**src/rtl/i2cs_pkg.sv**
```systemverilog
// Shared definitions for the I2C target byte engine.
// Assumes: nothing beyond IEEE 1800-2017.
package i2cs_pkg;
    typedef enum logic [1:0] {
        ST_IDLE = 2'd0,
        ST_RECV = 2'd1,
        ST_SEND = 2'd2
    } eng_state_t;

    localparam int FLG_OVF  = 0;
    localparam int FLG_WCOL = 1;
    localparam int FLG_BCOL = 2;
    localparam int FLG_IRQ  = 3;
    localparam int NUM_FLG  = 4;
endpackage

```
**src/rtl/i2cs_scl_edge.sv**
```systemverilog
// Detects rising and falling edges of the synchronized SCL level.
// Assumes: scl_in is already synchronized to clk; idle level is high.
module i2cs_scl_edge (
    input  logic clk,
    input  logic rst_n,
    input  logic scl_in,
    output logic rise,
    output logic fall
);
    logic scl_q;

    // Remember last SCL level; reset to idle-high so no spurious edge.
    always_ff @(posedge clk) begin
        if (!rst_n) scl_q <= 1'b1;
        else        scl_q <= scl_in;
    end

    assign rise = scl_in & ~scl_q;
    assign fall = ~scl_in & scl_q;
endmodule

```
**src/rtl/i2cs_shreg.sv**
```systemverilog
// Byte shift register: parallel load, shift-in at LSB, shift-out toward MSB.
// Assumes: at most one of the three controls matters per cycle; load wins.
module i2cs_shreg #(
    parameter int W = 8
) (
    input  logic         clk,
    input  logic         rst_n,
    input  logic         load,
    input  logic [W-1:0] load_val,
    input  logic         shift_in,
    input  logic         in_bit,
    input  logic         shift_out,
    output logic [W-1:0] q
);
    // Update the shift register according to the active control.
    always_ff @(posedge clk) begin
        if (!rst_n)         q <= '0;
        else if (load)      q <= load_val;
        else if (shift_in)  q <= {q[W-2:0], in_bit};
        else if (shift_out) q <= {q[W-2:0], 1'b0};
    end
endmodule

```
**src/rtl/i2cs_sticky.sv**
```systemverilog
// Bank of sticky flags: each sets on its set bit and clears on its clear bit.
// Assumes: set has priority over clear in the same cycle.
module i2cs_sticky #(
    parameter int N = 4
) (
    input  logic         clk,
    input  logic         rst_n,
    input  logic [N-1:0] set,
    input  logic [N-1:0] clr,
    output logic [N-1:0] q
);
    for (genvar g = 0; g < N; g++) begin : g_flag
        // One sticky flag bit.
        always_ff @(posedge clk) begin
            if (!rst_n)      q[g] <= 1'b0;
            else if (set[g]) q[g] <= 1'b1;
            else if (clr[g]) q[g] <= 1'b0;
        end
    end
endmodule

```
**src/rtl/i2c_stretch_slave.sv**
```systemverilog
// I2C target byte engine, 7-bit addressing, one shared host byte buffer.
// Receives address/data, decides ACK, transmits host bytes, stretches SCL
// until the host releases it, and keeps the status/interrupt flags.
// Assumes: scl_in/sda_in synchronized; start/stop pulses come from an
// external bus-condition monitor and never coincide with an SCL edge.
module i2c_stretch_slave
    import i2cs_pkg::*;
#(
    parameter int BYTE_W = 8
) (
    input  logic              clk,
    input  logic              rst_n,
    input  logic              scl_in,
    input  logic              sda_in,
    input  logic              start_pulse,
    input  logic              stop_pulse,
    input  logic [BYTE_W-2:0] own_addr,
    input  logic              stretch_en,
    input  logic              bcol_en,
    input  logic              buf_rd,
    input  logic              buf_wr,
    input  logic [BYTE_W-1:0] buf_wdata,
    input  logic              release_wr,
    input  logic              clr_ovf,
    input  logic              clr_wcol,
    input  logic              clr_bcol,
    input  logic              clr_irq,
    output logic              scl_oe,
    output logic              sda_oe,
    output logic [BYTE_W-1:0] buf_rdata,
    output logic              buf_full,
    output logic              ovf,
    output logic              wcol,
    output logic              bcol,
    output logic              data_flag,
    output logic              rw_flag,
    output logic              ack_stat,
    output logic              irq
);
    localparam int CNT_W = $clog2(BYTE_W + 2);
    localparam logic [CNT_W-1:0] LAST_BIT = CNT_W'(BYTE_W);
    localparam logic [CNT_W-1:0] ACK_BIT  = CNT_W'(BYTE_W + 1);

    eng_state_t        state;
    logic [CNT_W-1:0]  bitcnt;
    logic              is_addr;
    logic              scl_hold;
    logic [BYTE_W-1:0] buf_q;
    logic [BYTE_W-1:0] shreg_q;
    logic              scl_rise, scl_fall;
    logic [NUM_FLG-1:0] flg_set, flg_clr, flg_q;

    logic quiet, in_recv, in_send, rx_shift, tx_shift, rx_done;
    logic addr_hit, blocked, rx_accept, rx_overflow, ack_end;
    logic tx_load, wr_collide, tx_rise, bus_clash;

    i2cs_scl_edge u_edge (
        .clk(clk), .rst_n(rst_n), .scl_in(scl_in),
        .rise(scl_rise), .fall(scl_fall)
    );

    i2cs_shreg #(.W(BYTE_W)) u_shreg (
        .clk(clk), .rst_n(rst_n),
        .load(tx_load), .load_val(buf_wdata),
        .shift_in(rx_shift), .in_bit(sda_in),
        .shift_out(tx_shift), .q(shreg_q)
    );

    i2cs_sticky #(.N(NUM_FLG)) u_flags (
        .clk(clk), .rst_n(rst_n), .set(flg_set), .clr(flg_clr), .q(flg_q)
    );

    // Decode the bus and host events of this cycle.
    always_comb begin
        quiet       = !start_pulse && !stop_pulse;
        in_recv     = quiet && (state == ST_RECV);
        in_send     = quiet && (state == ST_SEND);
        rx_shift    = in_recv && scl_rise && (bitcnt < LAST_BIT);
        tx_shift    = in_send && scl_fall && (bitcnt != '0) && (bitcnt < LAST_BIT);
        rx_done     = in_recv && scl_fall && (bitcnt == LAST_BIT);
        addr_hit    = (shreg_q[BYTE_W-1:1] == own_addr);
        blocked     = buf_full || flg_q[FLG_OVF];
        rx_accept   = rx_done && (!is_addr || addr_hit) && !blocked;
        rx_overflow = rx_done && (!is_addr || addr_hit) && blocked;
        ack_end     = (in_recv || in_send) && scl_fall && (bitcnt == ACK_BIT);
        tx_load     = in_send && buf_wr && !buf_full && (bitcnt == '0);
        wr_collide  = in_send && buf_wr && (buf_full || (bitcnt != '0));
        tx_rise     = in_send && scl_rise && (bitcnt < LAST_BIT);
        bus_clash   = tx_rise && !sda_oe && !sda_in;
        flg_set     = '0;
        flg_set[FLG_OVF]  = rx_overflow;
        flg_set[FLG_WCOL] = wr_collide;
        flg_set[FLG_BCOL] = bus_clash && bcol_en;
        flg_set[FLG_IRQ]  = ack_end;
        flg_clr     = '0;
        flg_clr[FLG_OVF]  = clr_ovf;
        flg_clr[FLG_WCOL] = clr_wcol;
        flg_clr[FLG_BCOL] = clr_bcol;
        flg_clr[FLG_IRQ]  = clr_irq;
    end

    // Byte engine: state, bit counter, buffer, line drivers and status bits.
    always_ff @(posedge clk) begin
        if (!rst_n) begin
            state     <= ST_IDLE;
            bitcnt    <= '0;
            is_addr   <= 1'b0;
            scl_hold  <= 1'b0;
            sda_oe    <= 1'b0;
            buf_q     <= '0;
            buf_full  <= 1'b0;
            data_flag <= 1'b0;
            rw_flag   <= 1'b0;
            ack_stat  <= 1'b0;
        end else begin
            if (buf_rd)     buf_full <= 1'b0;
            if (release_wr) scl_hold <= 1'b0;
            if (start_pulse) begin
                state    <= ST_RECV;
                bitcnt   <= '0;
                is_addr  <= 1'b1;
                rw_flag  <= 1'b0;
                sda_oe   <= 1'b0;
                scl_hold <= 1'b0;
            end else if (stop_pulse) begin
                state    <= ST_IDLE;
                rw_flag  <= 1'b0;
                sda_oe   <= 1'b0;
                scl_hold <= 1'b0;
            end else begin
                case (state)
                    ST_RECV: begin
                        if (scl_rise && bitcnt != ACK_BIT) bitcnt <= bitcnt + 1'b1;
                        if (rx_done) begin
                            if (rx_accept) begin
                                sda_oe    <= 1'b1;
                                buf_q     <= shreg_q;
                                data_flag <= !is_addr;
                                if (is_addr) begin
                                    rw_flag  <= shreg_q[0];
                                    buf_full <= !shreg_q[0];
                                end else begin
                                    buf_full <= 1'b1;
                                end
                            end else begin
                                state <= ST_IDLE;
                            end
                        end
                        if (ack_end) begin
                            sda_oe  <= 1'b0;
                            bitcnt  <= '0;
                            is_addr <= 1'b0;
                            if (rw_flag) begin
                                state    <= ST_SEND;
                                scl_hold <= 1'b1;
                            end else begin
                                scl_hold <= stretch_en;
                            end
                        end
                    end
                    ST_SEND: begin
                        if (scl_rise && bitcnt != ACK_BIT) bitcnt <= bitcnt + 1'b1;
                        if (scl_rise && bitcnt == LAST_BIT) ack_stat <= sda_in;
                        if (tx_load) begin
                            buf_q    <= buf_wdata;
                            buf_full <= 1'b1;
                            sda_oe   <= !buf_wdata[BYTE_W-1];
                        end
                        if (tx_shift) sda_oe <= !shreg_q[BYTE_W-2];
                        if (scl_fall && bitcnt == LAST_BIT) begin
                            sda_oe   <= 1'b0;
                            buf_full <= 1'b0;
                        end
                        if (bus_clash) begin
                            state  <= ST_IDLE;
                            sda_oe <= 1'b0;
                        end
                        if (ack_end) begin
                            bitcnt    <= '0;
                            data_flag <= 1'b1;
                            if (ack_stat) begin
                                state   <= ST_IDLE;
                                rw_flag <= 1'b0;
                            end else begin
                                scl_hold <= 1'b1;
                            end
                        end
                    end
                    default: ;
                endcase
            end
        end
    end

    assign scl_oe    = scl_hold;
    assign buf_rdata = buf_q;
    assign ovf       = flg_q[FLG_OVF];
    assign wcol      = flg_q[FLG_WCOL];
    assign bcol      = flg_q[FLG_BCOL];
    assign irq       = flg_q[FLG_IRQ];
endmodule

```
**config.mk**
```make
export PLATFORM = sky130hd
export DESIGN_NAME = i2c_stretch_slave
export DESIGN_NICKNAME = d
export VERILOG_FILES = /design/src/rtl/i2cs_pkg.sv /design/src/rtl/i2cs_scl_edge.sv /design/src/rtl/i2cs_shreg.sv /design/src/rtl/i2cs_sticky.sv /design/src/rtl/i2c_stretch_slave.sv
export SDC_FILE = /design/constraint.sdc
export NUM_CORES = 1
export LEC_CHECK = 0
export ABC_CLOCK_PERIOD_IN_PS = 2200
export CAP_MARGIN = 0
export CORE_MARGIN = 2
export CORE_UTILIZATION = 30
export CTS_CLUSTER_DIAMETER = 200
export DETAILED_ROUTE_END_ITERATION = 6
export SYNTH_ARGS = -nofsm -noshare
export SYNTH_HDL_FRONTEND = slang
export SYNTH_HIERARCHICAL = 1
export SYNTH_SLANG_ARGS = --single-unit
```
**constraint.sdc**
```tcl
create_clock -name clk -period 2.2 [get_ports clk]
set_clock_uncertainty 0.15 [all_clocks]
set_input_delay 0.22 -clock clk [delete_from_list [all_inputs] [get_ports clk]]
set_output_delay 0.22 -clock clk [all_outputs]
set_load 0.01 [all_outputs]
```
## Word level (Yosys, flattened, before mapping)

Index checks and enable logic that the tools add are counted.

- Bits in registers: 34
- Latch bits: 0
- Bits in writable memories: 0
- Memory bits (read-only): 0
- Bits of input ports: 30
- Output and inout port bits: 18
- Word-level logic and storage cells: 169
- Memories kept: 0

- Add/subtract/negate cells: 1
- $mul: 0
- Divide/modulo/power cells: 0
- Magnitude comparators: 1
- Equal/unequal tests: 16
- Shifts and indexed selects: 0
- Multiplexer cells: 64
- Bitwise operators: 7
- Reduce and logical (&&, ||, !) cells: 63

Operators by type and width:

| cell | number |
|---|---|
| $mux 8 | 6 |
| $mux 1 | 42 |
| $logic_and 1x1->1 | 27 |
| $reduce_and 6->1 | 3 |
| $pmux 8 s2 | 1 |
| $reduce_bool 2->1 | 8 |
| $mux 2 | 7 |
| $ne 2x2->1 const B | 7 |
| $logic_not 1->1 | 10 |
| $pmux 1 s2 | 5 |
| $eq 4x4->1 const B | 2 |
| $mux 4 | 2 |
| $reduce_and 4->1 | 2 |
| $reduce_bool 4->1 | 2 |
| $eq 7x7->1 | 1 |
| $ne 3x3->1 const B | 2 |
| $reduce_and 3->1 | 2 |
| $ne 5x4->1 const B | 1 |
| $not 1->1 | 5 |
| $add 4x1->4 const B | 1 |
| $logic_not 4->1 | 1 |
| $logic_or 1x1->1 | 4 |
| $lt 4x4->1 const B | 1 |
| $ne 4x4->1 const B | 1 |
| other kinds (7) | 9 |

## Logic depth before layout (Yosys ltp)

Gate-level depths: netlist (run 1).

- Depth in word-level cells: 14
- Gate-level depth with buffers: 12
- Gate-level depth less buffers: 8

## Cells and area by module

The synthesis (run 1) kept the hierarchy.

By module, submodules not included:

| module | instances | cells an instance | area each (um2) | sequential area each (um2) |
|---|---|---|---|---|
| i2c_stretch_slave | 1 | 182 | 1442.6 | 420.4 |
| i2cs_shreg | 1 | 40 | 409.1 | 160.2 |
| i2cs_sticky | 1 | 12 | 165.2 | 80.1 |
| i2cs_scl_edge | 1 | 4 | 38.8 | 20.0 |

## Least setup slack after synthesis (run 1)

Ideal clock, no wire load.

- Kind: register to register
- Start point: register bitcnt[0]
- End point: register u_shreg.q[1]
- Library setup time: 116 ps
- Arrival time: 2158 ps
- Required time: 1934 ps
- Setup slack: -225 ps
- Stages on the path, launching flop included: 12
- Buffers on the path: 4
- Period minus slack after synthesis: 2425 ps
- Path through: dfxtp_1 -> inv_1 -> ha_1 -> nor4b_2 -> nand2_1 -> buf_2 -> nor2_1 -> buf_6 -> or3_4 -> buf_6 -> buf_6 -> o211a_1

- Elaborated cells between the ends (all ways): 10
- Classes of those cells: order compare (1); mux (2); reduce/logical (7)

RTL lines:

| what | RTL line | RTL |
|---|---|---|
| from (decl) | i2c_stretch_slave.sv:45 | `logic [CNT_W-1:0] bitcnt;` |
| from (signal assigned) | i2c_stretch_slave.sv:133 | `if (scl_rise && bitcnt != ACK_BIT) bitcnt <= bitcnt + 1'b1;` |
| from (signal assigned) | i2c_stretch_slave.sv:162 | `if (scl_rise && bitcnt != ACK_BIT) bitcnt <= bitcnt + 1'b1;` |
| $logic_not 4->1 (*) | i2c_stretch_slave.sv:86 | `tx_load = in_send && buf_wr && !buf_full && (bitcnt == '0);` |
| $logic_and 1x1->1 (*) | i2c_stretch_slave.sv:86 |  |
| net tx_load | i2c_stretch_slave.sv:55 | `logic tx_load, wr_collide, tx_rise, bus_clash;` |
| $reduce_bool 3->1 (no line) / $mux 8 (equally long branches) | n/a |  |
| to (signal assigned) | i2cs_shreg.sv:18 | `else if (load) q <= load_val;` |
| to (signal assigned) | i2cs_shreg.sv:19 | `else if (shift_in) q <= {q[W-2:0], in_bit};` |
| to (signal assigned) | i2cs_shreg.sv:20 | `else if (shift_out) q <= {q[W-2:0], 1'b0};` |
| to (decl) | i2cs_shreg.sv:13 | `output logic [W-1:0] q` |

The timed path passes the listed nets; every way through them passes the cells marked *.
A chain may end at the register's enable or synchronous reset.

## Final worst setup path (run 1)

- Start point: register state[1]
- End point: register rw_flag

- Cells in the longest elaborated chain, start to end: 8
- Elaborated cells between the ends (all ways): 19
- Classes of those cells: eq/ne (7); mux (1); reduce/logical (11)

Ends and longest elaborated chain:

| what | RTL line | RTL |
|---|---|---|
| from (decl) | i2c_stretch_slave.sv:44 | `eng_state_t state;` |
| from (signal assigned) | i2c_stretch_slave.sv:105 | `state <= ST_IDLE;` |
| from (signal assigned) | i2c_stretch_slave.sv:119 | `state <= ST_RECV;` |
| from (signal assigned) | i2c_stretch_slave.sv:126 | `state <= ST_IDLE;` |
| $eq 2x1->1 | i2c_stretch_slave.sv:76, i2c_stretch_slave.sv:131 |  |
| $logic_and 1x1->1 | i2c_stretch_slave.sv:76 | `in_recv = quiet && (state == ST_RECV);` |
| $logic_and 1x1->1 (2 in series) | i2c_stretch_slave.sv:80 | `rx_done = in_recv && scl_fall && (bitcnt == LAST_BIT);` |
| $logic_and 1x1->1 (2 in series) | i2c_stretch_slave.sv:83 | `rx_accept = rx_done && (!is_addr \|\| addr_hit) && !blocked;` |
| $ne 2x2->1 (no line) | n/a |  |
| $reduce_and 6->1 (no line) | n/a |  |
| to (signal assigned) | i2c_stretch_slave.sv:140 | `rw_flag <= shreg_q[0];` |
| to (decl) | i2c_stretch_slave.sv:36 | `output logic rw_flag,` |

Several ways; a longest one is shown, not always the timed one.

==> results.yml, run 1 <==
outcome:
  run_status: "complete, no violations"
power_and_ir_drop:
  cellPowerDensity_nw_per_um2: 437.3
  totalPowerFinal_mw: 1.273
  power.net_switching_uw: 312.4
  power_leakage_nw: 1.129
  worst_ir_drop_vdd_v: 0.0002282
  power_frac_comb_pct: 12.5
  internal_power_uw: 960.3
  p_seq_share_pct: 49.1
  clock_network_power_share_pct: 38.4
  net_switching_fraction_of_the_power_pct: 24.54
logic_synthesis:
  mux_cell_area_share_after_synthesis_pct: 4.382
  postSynthCellCount: 238
  synth_top_family_by_area: "simple AND/OR/NAND/NOR gates"
  netlist-cell-type-count: 51
  asyncSetResetFlopFracSynth_pct: 0
  mappedNetlistArea_um2: 2056
  syn-num-nets: 273
  synth_sequential_area_ratio_pct: 33.11
  syn-mean-instance-area_um2: 8.637
  yosys.area_share.simple_pct: 26.23
  warnings_from_yosys: 6
  synth_xor_area_share_pct: 4.260
  synthFlopType: "dfxtp_1"
  count_of_flip_flops_with_a_built_in_enable_after_synthesis: 0
  post_synth_fa_ha_maj_area_fraction_pct: 3.043
  compound_cell_area_share_of_the_yosys_netlist_pct: 23.98
  yosys_register_bits: 34
drt:
  route.antenna.remaining_nets: 0
  detailedRoute.firstIterationViolations: 127
  vias_per_cell: 5.000
  route.detailed.wl_per_inst_um: 14.22
  route.detailed.drc: 0
  drt_pass1_iterations: 4
  routed_wirelength_mm: 5.561
  vias: 1955
layout:
  flow.area_growth_from_synthesis_pct: 41.57
  antenna-diode-count: 0
  layout-drive-gt1-share_pct: 21.86
  commonest_cells_after_routing_fill_and_taps_aside: "47 x clkdlybuf4s50_1, 32 x dfxtp_1, 31 x nor2_1"
  final_core_util_pct: 43.31
  most_frequent_standard_cell_in_the_layout_excluding_fill_and_tap_cells: "clkdlybuf4s50_1"
  final_cell_area_um2: 2910
  final_net_count: 345
  fillCellCount: 681
floorplanning:
  die-width_um: 86.78
  io_pins: 48
  initial_utilization_pct: 30.60
  core_area_um2: 6719
  design.die.area_um2: 7531
  placementRows: 30
  die_height_um: 86.78
worst_hold_path:
  hold_path_end: "data_flag"
  holdCritPathClass: "flop to flop"
  timing.hold.worst.start: "data_flag"
  hold_path_depth: 1
cts:
  h-tree-depth: 2
  cts_buffer_depth: 2
  clock_insertion_delay_worst_skew_ps: 280
  tritoncts: "built"
  cts_root_buffer: "clkbuf_8"
  cts_made_buffers: 5
  clkSlewWorstSetupHoldPaths_ps: 70
  cts_hold_buf: 0
  tritoncts_num_sinks: 34
critical_path:
  cp_slowest_cell: "or3b_1"
  timing.rr.start: "state[1]"
  startpoint_type: "flop"
  largest_stage_delay_on_the_critical_path_ps: 360
  cp_data_arrival_time_ps: 2070
  critPathCaptureType: "flop"
  timing.critical_path.cells: "inv_1, ha_2, and4bb_2, nand2_2, nor3_4, a32oi_1, or3b_1, a21oi_1"
  reg2reg_setup_slack_ps: 200
  cpLargestDelayFamily: "simple AND/OR/NAND/NOR gates"
  worst_r2r_endpoint: "rw_flag"
  cp.required_ps: 2270
  timing.critical_path.fanout_max: 5
  path_depth_of_the_worst_reg2reg_path: 8
  timing.critical_path.buf_inv: 1
  crit_type: "flop to flop"
timing:
  fin_setup_tns_ps: 0
  slew_headroom_pct: 74.32
  worst_slew_pin_slew_ps: 382.3
  max_clock_freq_mhz: 500.3
  finalHoldViolations: 0
  worst_hold_slack_ps: 354.7
  final_max_slew_viol_count: 0
  final_number_of_setup_violating_endpoints: 0
  min_period_over_period_pct: 90.85
  final.min_clock_period_ps: 1999
  setup_repair_after_global_routing_missed_its_margin: "false"
global_route:
  grt_antenna_before_repair: 0
  grt_max_degree: 23
  global_route.overflow_total: 0
  wire_length_of_the_first_global_routing_pass_mm: 9.259
  grt_pass1_vias: 1872
  grt_usage_pct: 15.55
run:
  drv.max_cap_violation_count: 0
place:
  port_buffers: 47
  place.gp.congestion: 0.9049
  detailedPlacementHpwl_mm: 4.384
  placed_cell_area_um2: 2813
==> how the worst max path moves through the flow <==
stage / end / cells after the start / start / slack (ps)
floorplan: u_shreg/q[1] / 11 / bitcnt[0] / 40
global placement: rw_flag / 8 / scl_in / -5
detailed placement: state[1] / 8 / scl_in / -30
CTS: rw_flag / 8 / state[1] / 140
global route: bitcnt[3] / 9 / state[0] / 40
finish: rw_flag / 8 / state[1] / 200
==> metal layers <==
metal	share of wire [%]	global-route usage, %	vias up
li1	-	-	1007
met1	50	22.09	891
met2	44	23.46	53
met3	4.8	3.619	4
met4	0.99	4.403	0
met5	0	0	-
==> metrics by stage <==
step / setup WS [ps] / std cells
2_1_floorplan: 44.40 / 238
3_3_place_gp: -5.300 / 383
3_5_place_dp: -34.18 / 383
4_1_cts: 143.6 / 391
5_1_grt: 36.50 / 391
6_report: 201.3 / 391
==> synth_stat cells (all sizes together), types with 6 or more instances <==
library cell / instances / area (um^2)
mux2i: 9 / 90.09
a21oi: 19 / 106.4
clkbuf: 6 / 22.52
inv: 10 / 37.54
nand2: 21 / 81.33
o221a: 8 / 90.09
nor2b: 9 / 86.33
nor3: 7 / 46.30
o21ai: 6 / 33.78
dfxtp: 34 / 680.7
xnor2: 9 / 78.83
nand3: 7 / 35.03
nor2: 33 / 126.4
o211a: 9 / 90.09
==> cell type report <==
type | instances | area (um^2) | area share, %
timing repair buffer | 76 | 688.2 | 23.65
multi-input combinational | 183 | 1306 | 44.88
clock buffer | 6 | 82.58 | 2.837
clock inverter | 2 | 12.51 | 0.4299
sequential | 34 | 683.2 | 23.47
inverter | 10 | 37.54 | 1.290
tap | 80 | 100.1 | 3.439
==> cells by family after synthesis <==
group	Yosys count
flops	34
simple gates	97
fa+ha+maj	5
xor+xnor	10
compound gates	62
buf+inv	21
mux	9
==> sequential cells by signal, summed over array words and instances, names as in the netlist <==
register / count
buf_full: 1
u_shreg/q: 8
data_flag: 1
sda_oe: 1
buf_rdata: 8
u_flags/q: 4
scl_oe: 1
u_edge/scl_q: 1
is_addr: 1
rw_flag: 1
bitcnt: 4
ack_stat: 1
state: 2
==> what timing repair did <==
action | 4_1_cts | 5_1_grt
resized for setup | 0 | 1
endpoints found under the setup margin | 0 | 1
buffers inserted | 0 | 0
==> power by group through the flow <==
stage                     Sequential [mW]  Clock, mW  Combinational (mW)
after CTS                           0.624      0.514               0.159
after global routing                0.625      0.535               0.172
after global placement              0.639          0               0.157
final                               0.625      0.489               0.159
after floorplan                     0.638          0              0.0584
after detailed placement            0.639          0               0.158
==> worst register-to-register path: stages, from the launching register on <==
cell and delay, ps:
dfxtp_1 320, inv_1 80, ha_2 230, and4bb_2 300, nand2_2 90, nor3_4 130, a32oi_1 130, or3b_1 360
a21oi_1 140
Note: power is estimated with default switching activity, not from simulation.
==> run 2, diff against run 1 <==
--- a/config.mk
+++ b/config.mk
@@ -8,9 +8,10 @@
 export ABC_CLOCK_PERIOD_IN_PS = 2200
 export CAP_MARGIN = 0
 export CORE_MARGIN = 2
-export CORE_UTILIZATION = 30
+export CORE_UTILIZATION = 45
 export CTS_CLUSTER_DIAMETER = 200
 export DETAILED_ROUTE_END_ITERATION = 6
+export PLACE_DENSITY = 0.76
 export SYNTH_ARGS = -nofsm -noshare
 export SYNTH_HDL_FRONTEND = slang
 export SYNTH_HIERARCHICAL = 1
==> results.yml, run 2 (synthesized netlist as in run 1, its figures left out) <==
critical_path:
  cp.required_ps: 2260
  timing.critical_path.fanout_max: 6
  cp_data_arrival_time_ps: 2090
  worst_r2r_endpoint: "rw_flag"
  reg2reg_setup_slack_ps: 170
  critPathCaptureType: "flop"
  startpoint_type: "flop"
  crit_type: "flop to flop"
  path_depth_of_the_worst_reg2reg_path: 8
  timing.rr.start: "state[1]"
layout:
  antenna-diode-count: 0
  commonest_cells_after_routing_fill_and_taps_aside: "47 x clkdlybuf4s50_1, 32 x dfxtp_1, 31 x nor2_1"
  stdcell_count: 358
  flow.area_growth_from_synthesis_pct: 37.49
  multiInputGateArea_um2: 1306
  final_net_count: 341
  most_frequent_standard_cell_in_the_layout_excluding_fill_and_tap_cells: "clkdlybuf4s50_1"
  final_core_util_pct: 64.47
  layout-drive-gt1-share_pct: 19.93
  final-seq-area_um2: 683.2
  final_cell_area_um2: 2826
  fillCellCount: 399
global_route:
  grt_max_degree: 25
  global_route.overflow_total: 0
  grt_usage_pct: 21.52
  grt_pass1_vias: 1848
  grt_antenna_before_repair: 0
  wire_length_of_the_first_global_routing_pass_mm: 8.611
timing:
  max_clock_freq_mhz: 493.1
  worst_slew_pin_slew_ps: 426.8
  slew_headroom_pct: 71.15
  setup_repair_after_global_routing_missed_its_margin: "false"
  final.min_clock_period_ps: 2028
  min_period_over_period_pct: 92.18
  finalHoldViolations: 0
  final_number_of_setup_violating_endpoints: 0
  final_max_slew_viol_count: 0
worst_hold_path:
  timing.hold.worst.start: "state[1]"
  hold_path_depth: 2
  holdCritPathClass: "flop to flop"
  hold_path_end: "state[1]"
cts:
  postCtsSetupRepairBufs: 0
  cts_made_buffers: 5
  clkSlewWorstSetupHoldPaths_ps: 60
  clock_insertion_delay_worst_skew_ps: 280
  tritoncts: "built"
  cts_root_buffer: "clkbuf_8"
  cts_hold_buf: 0
  cts_buffer_depth: 2
  h-tree-depth: 2
  tritoncts_num_sinks: 34
floorplanning:
  core_area_um2: 4384
  placementRows: 24
  design.die.area_um2: 5125
  die_height_um: 71.59
  die-width_um: 71.59
  initial_utilization_pct: 46.89
  io_pins: 48
run:
  drv.max_cap_violation_count: 0
power_and_ir_drop:
  power_leakage_nw: 1.100
  worst_ir_drop_vdd_v: 0.0003169
  cellPowerDensity_nw_per_um2: 425.8
drt:
  drt_pass1_iterations: 4
  route.detailed.drc: 0
  routed_wirelength_mm: 5.339
  vias_per_cell: 5.534
  route.antenna.remaining_nets: 0
  vias: 1981
  detailedRoute.firstIterationViolations: 111
  route.detailed.wl_per_inst_um: 14.91
place:
  detailedPlacementHpwl_mm: 4.162
  placed_cells: 351
  port_buffers: 47
  placed_cell_area_um2: 2748
  place.gp.congestion: 0.8332
outcome:
  run_status: "complete, no violations"
-- run 2: changes by cell type in the layout (fill, tap and decap cells not counted) --
cell / delta
buf_4: -4
clkbuf_1: +2
clkbuf_8: -1
clkinv_2: -1
clkinvlp_4: -1
-- run 2: worst max-delay path: stages, from the launching register on --
cell      delay [ps]
dfxtp_1          320
inv_1             80
ha_2             260
and4bb_2         300
nand2_2           90
nor3_4           140
a32oi_1          130
or3b_1           360
a21oi_1          140
-- run 2: timing repair --
action                                 CTS  global route
endpoints found under the hold margin    0             0
resized for setup                        0             1
setup endpoints to repair                0             2
-- run 2: cell type report --
cell class                 instances  area share, %
tap                               52          2.302
multi-input combinational        183          46.22
inverter                          10          1.328
clock buffer                       7          2.700
timing repair buffer              72          23.28
sequential                        34          24.17
-- run 2: how the worst max path moves through the flow --
stage               startpoint      endpoint  cells past startpoint
finish                state[1]       rw_flag                      8
global route            scl_in        sda_oe                      8
CTS                   state[1]       rw_flag                      8
detailed placement      scl_in       rw_flag                      9
global placement        scl_in       rw_flag                      9
floorplan            bitcnt[0]  u_shreg/q[1]                     11
-- run 2: stage by stage --
stage	setup TNS (ps)	setup slack [ps]	power (mW)	hold WS (ps)
detailed placement	-293.9	-58.08	0.7894	349.6
global placement	-36.63	-15.10	0.7884	330.6
floorplan	0	44.40	0.6962	143.0
global route	0	40.73	1.254	386.5
finish	0	172.0	1.203	365.3
CTS	0	111.1	1.212	359.8
-- run 2: layer usage --
layer  vias to the layer above  GRT usage, %  wire, um
met5                         -             0         0
met4                         0         6.918        59
met3                         5         3.938       333
met2                        68         31.58      2290
met1                       917         31.87      2655
li1                        991             -         -
-- run 2: report_power, final --
| group | switching (mW) | internal (mW) | leakage (nW) |
|---|---|---|---|
| registers | 0.00479 | 0.621 | 0.276 |
| clock network | 0.208 | 0.218 | 0.0383 |
| logic | 0.0679 | 0.0850 | 0.785 |
==> run 3, diff against run 2 <==
--- a/config.mk
+++ b/config.mk
@@ -8,10 +8,9 @@
 export ABC_CLOCK_PERIOD_IN_PS = 2200
 export CAP_MARGIN = 0
 export CORE_MARGIN = 2
-export CORE_UTILIZATION = 45
-export CTS_CLUSTER_DIAMETER = 200
+export CORE_UTILIZATION = 35
 export DETAILED_ROUTE_END_ITERATION = 6
-export PLACE_DENSITY = 0.76
+export REMOVE_ABC_BUFFERS = 1
 export SYNTH_ARGS = -nofsm -noshare
 export SYNTH_HDL_FRONTEND = slang
 export SYNTH_HIERARCHICAL = 1
==> results.yml, run 3 (synthesized netlist as in run 1, its figures left out) <==
timing:
  fin_setup_tns_ps: 0
  final.min_clock_period_ps: 2013
  final_number_of_setup_violating_endpoints: 0
  min_period_over_period_pct: 91.50
  slew_headroom_pct: 70.91
  worst_slew_pin_slew_ps: 436.3
  setup_repair_after_global_routing_missed_its_margin: "false"
  finalHoldViolations: 0
  max_clock_freq_mhz: 496.8
  final_max_slew_viol_count: 0
critical_path:
  startpoint_type: "flop"
  path_depth_of_the_worst_reg2reg_path: 8
  reg2reg_setup_slack_ps: 190
  worst_r2r_endpoint: "rw_flag"
  cp_data_arrival_time_ps: 2090
  crit_type: "flop to flop"
  timing.critical_path.fanout_max: 4
  critPathCaptureType: "flop"
  cp.required_ps: 2280
  timing.rr.start: "bitcnt[1]"
global_route:
  grt_antenna_before_repair: 0
  wire_length_of_the_first_global_routing_pass_mm: 9.342
  grt_pass1_vias: 1983
  grt_usage_pct: 18.52
  global_route.overflow_total: 0
  grt_max_degree: 28
outcome:
  run_status: "complete, no violations"
cts:
  clock_insertion_delay_worst_skew_ps: 290
  tritoncts: "built"
  cts_root_buffer: "clkbuf_8"
  h-tree-depth: 2
  cts_buffer_depth: 2
  clkSlewWorstSetupHoldPaths_ps: 70
  cts_made_buffers: 5
  postCtsSetupRepairBufs: 0
  tritoncts_num_sinks: 34
drt:
  route.antenna.remaining_nets: 0
  route.detailed.drc: 0
  drt_pass1_iterations: 4
  vias: 2005
  vias_per_cell: 5.290
  detailedRoute.firstIterationViolations: 79
  routed_wirelength_mm: 5.689
  route.detailed.wl_per_inst_um: 15.01
floorplanning:
  die-width_um: 80.64
  design.die.area_um2: 6503
  placementRows: 27
  initial_utilization_pct: 36.88
  die_height_um: 80.64
  core_area_um2: 5574
  io_pins: 48
layout:
  antenna-diode-count: 0
  layout-drive-gt1-share_pct: 19.22
  commonest_cells_after_routing_fill_and_taps_aside: "47 x clkdlybuf4s50_1, 34 x dfxtp_1, 31 x nor2_1"
  flow.area_growth_from_synthesis_pct: 40.90
  final_net_count: 341
  most_frequent_standard_cell_in_the_layout_excluding_fill_and_tap_cells: "clkdlybuf4s50_1"
  final_core_util_pct: 51.96
place:
  detailedPlacementHpwl_mm: 4.384
  place.gp.congestion: 0.8552
  port_buffers: 47
worst_hold_path:
  hold_path_end: "state[1]"
  holdCritPathClass: "flop to flop"
  timing.hold.worst.start: "state[1]"
  hold_path_depth: 2
run:
  drv.max_cap_violation_count: 0
power_and_ir_drop:
  cellPowerDensity_nw_per_um2: 512.5
  power_leakage_nw: 1.128
  worst_ir_drop_vdd_v: 0.0003334
==> run 3: cell types whose count changed in the layout (fill, tap and decap cells not counted), moves of 2 or more <==
cell       change
inv_2          -2
clkbuf_1       -2
inv_1          +2
ha_1           +2
bufinv_16      +2
dfxtp_1        +2
dfxtp_2        -2
==> run 3: how the worst max path moves through the flow <==
| stage | start | endpoint | slack (ps) |
|---|---|---|---|
| finish | bitcnt[1] | rw_flag | 190 |
| global route | bitcnt[1] | rw_flag | 10 |
| CTS | bitcnt[1] | u_shreg/q[2] | 130 |
| detailed placement | scl_in | sda_oe | -140 |
| global placement | scl_in | sda_oe | -40 |
| floorplan | state[0] | u_shreg/q[0] | -570 |
==> run 3: power breakdown <==
group	internal, mW	total, mW	switching, mW
sequential	0.620	0.625	0.00493
clock	0.454	0.706	0.252
combinational	0.0848	0.154	0.0691
==> run 3: timing repair <==
item,4_1_cts,5_1_grt
setup endpoints to repair,0,9
resized for setup,0,4
hold buffers,0,0
==> run 3: layout make-up <==
class	count	area (um^2)
timing repair buffer	72	658.1
fill	561	2678
clock buffer	5	68.82
multi-input combinational	183	1292
sequential	34	680.7
inverter	10	37.54
tap	72	90.09
clock inverter	3	68.82
==> run 3: through the flow <==
| step | cells | area (um^2) | total power [mW] | setup slack, ps | hold WS, ps |
|---|---|---|---|---|---|
| after floorplan | 227 | 1991 | 0.6881 | -567.6 | 143.0 |
| after global placement | 371 | 2739 | 0.7916 | -43.66 | 343.3 |
| after detailed placement | 371 | 2739 | 0.7919 | -135.4 | 343.5 |
| after CTS | 379 | 2877 | 1.498 | 126.0 | 354.3 |
| after global routing | 379 | 2897 | 1.536 | 13.31 | 386.8 |
| final | 379 | 2897 | 1.485 | 187.1 | 356.3 |
==> run 3: critical path: stages, from the launching register on <==
cell and delay, ps:
dfxtp_1 340, inv_1 80, ha_1 200, and3b_1 270, nand2_2 110, nor3_4 150
a32oi_1 140, or3b_1 360, a21oi_1 140
==> run 3: layer usage <==
metal | global-route usage, % | part of all wire [%] | up-vias
met3 | 3.483 | 5.3 | 7
met5 | 0 | 0 | -
met2 | 31.33 | 49 | 56
met1 | 23.71 | 45 | 950
met4 | 5.763 | 0.97 | 0
li1 | - | - | 992
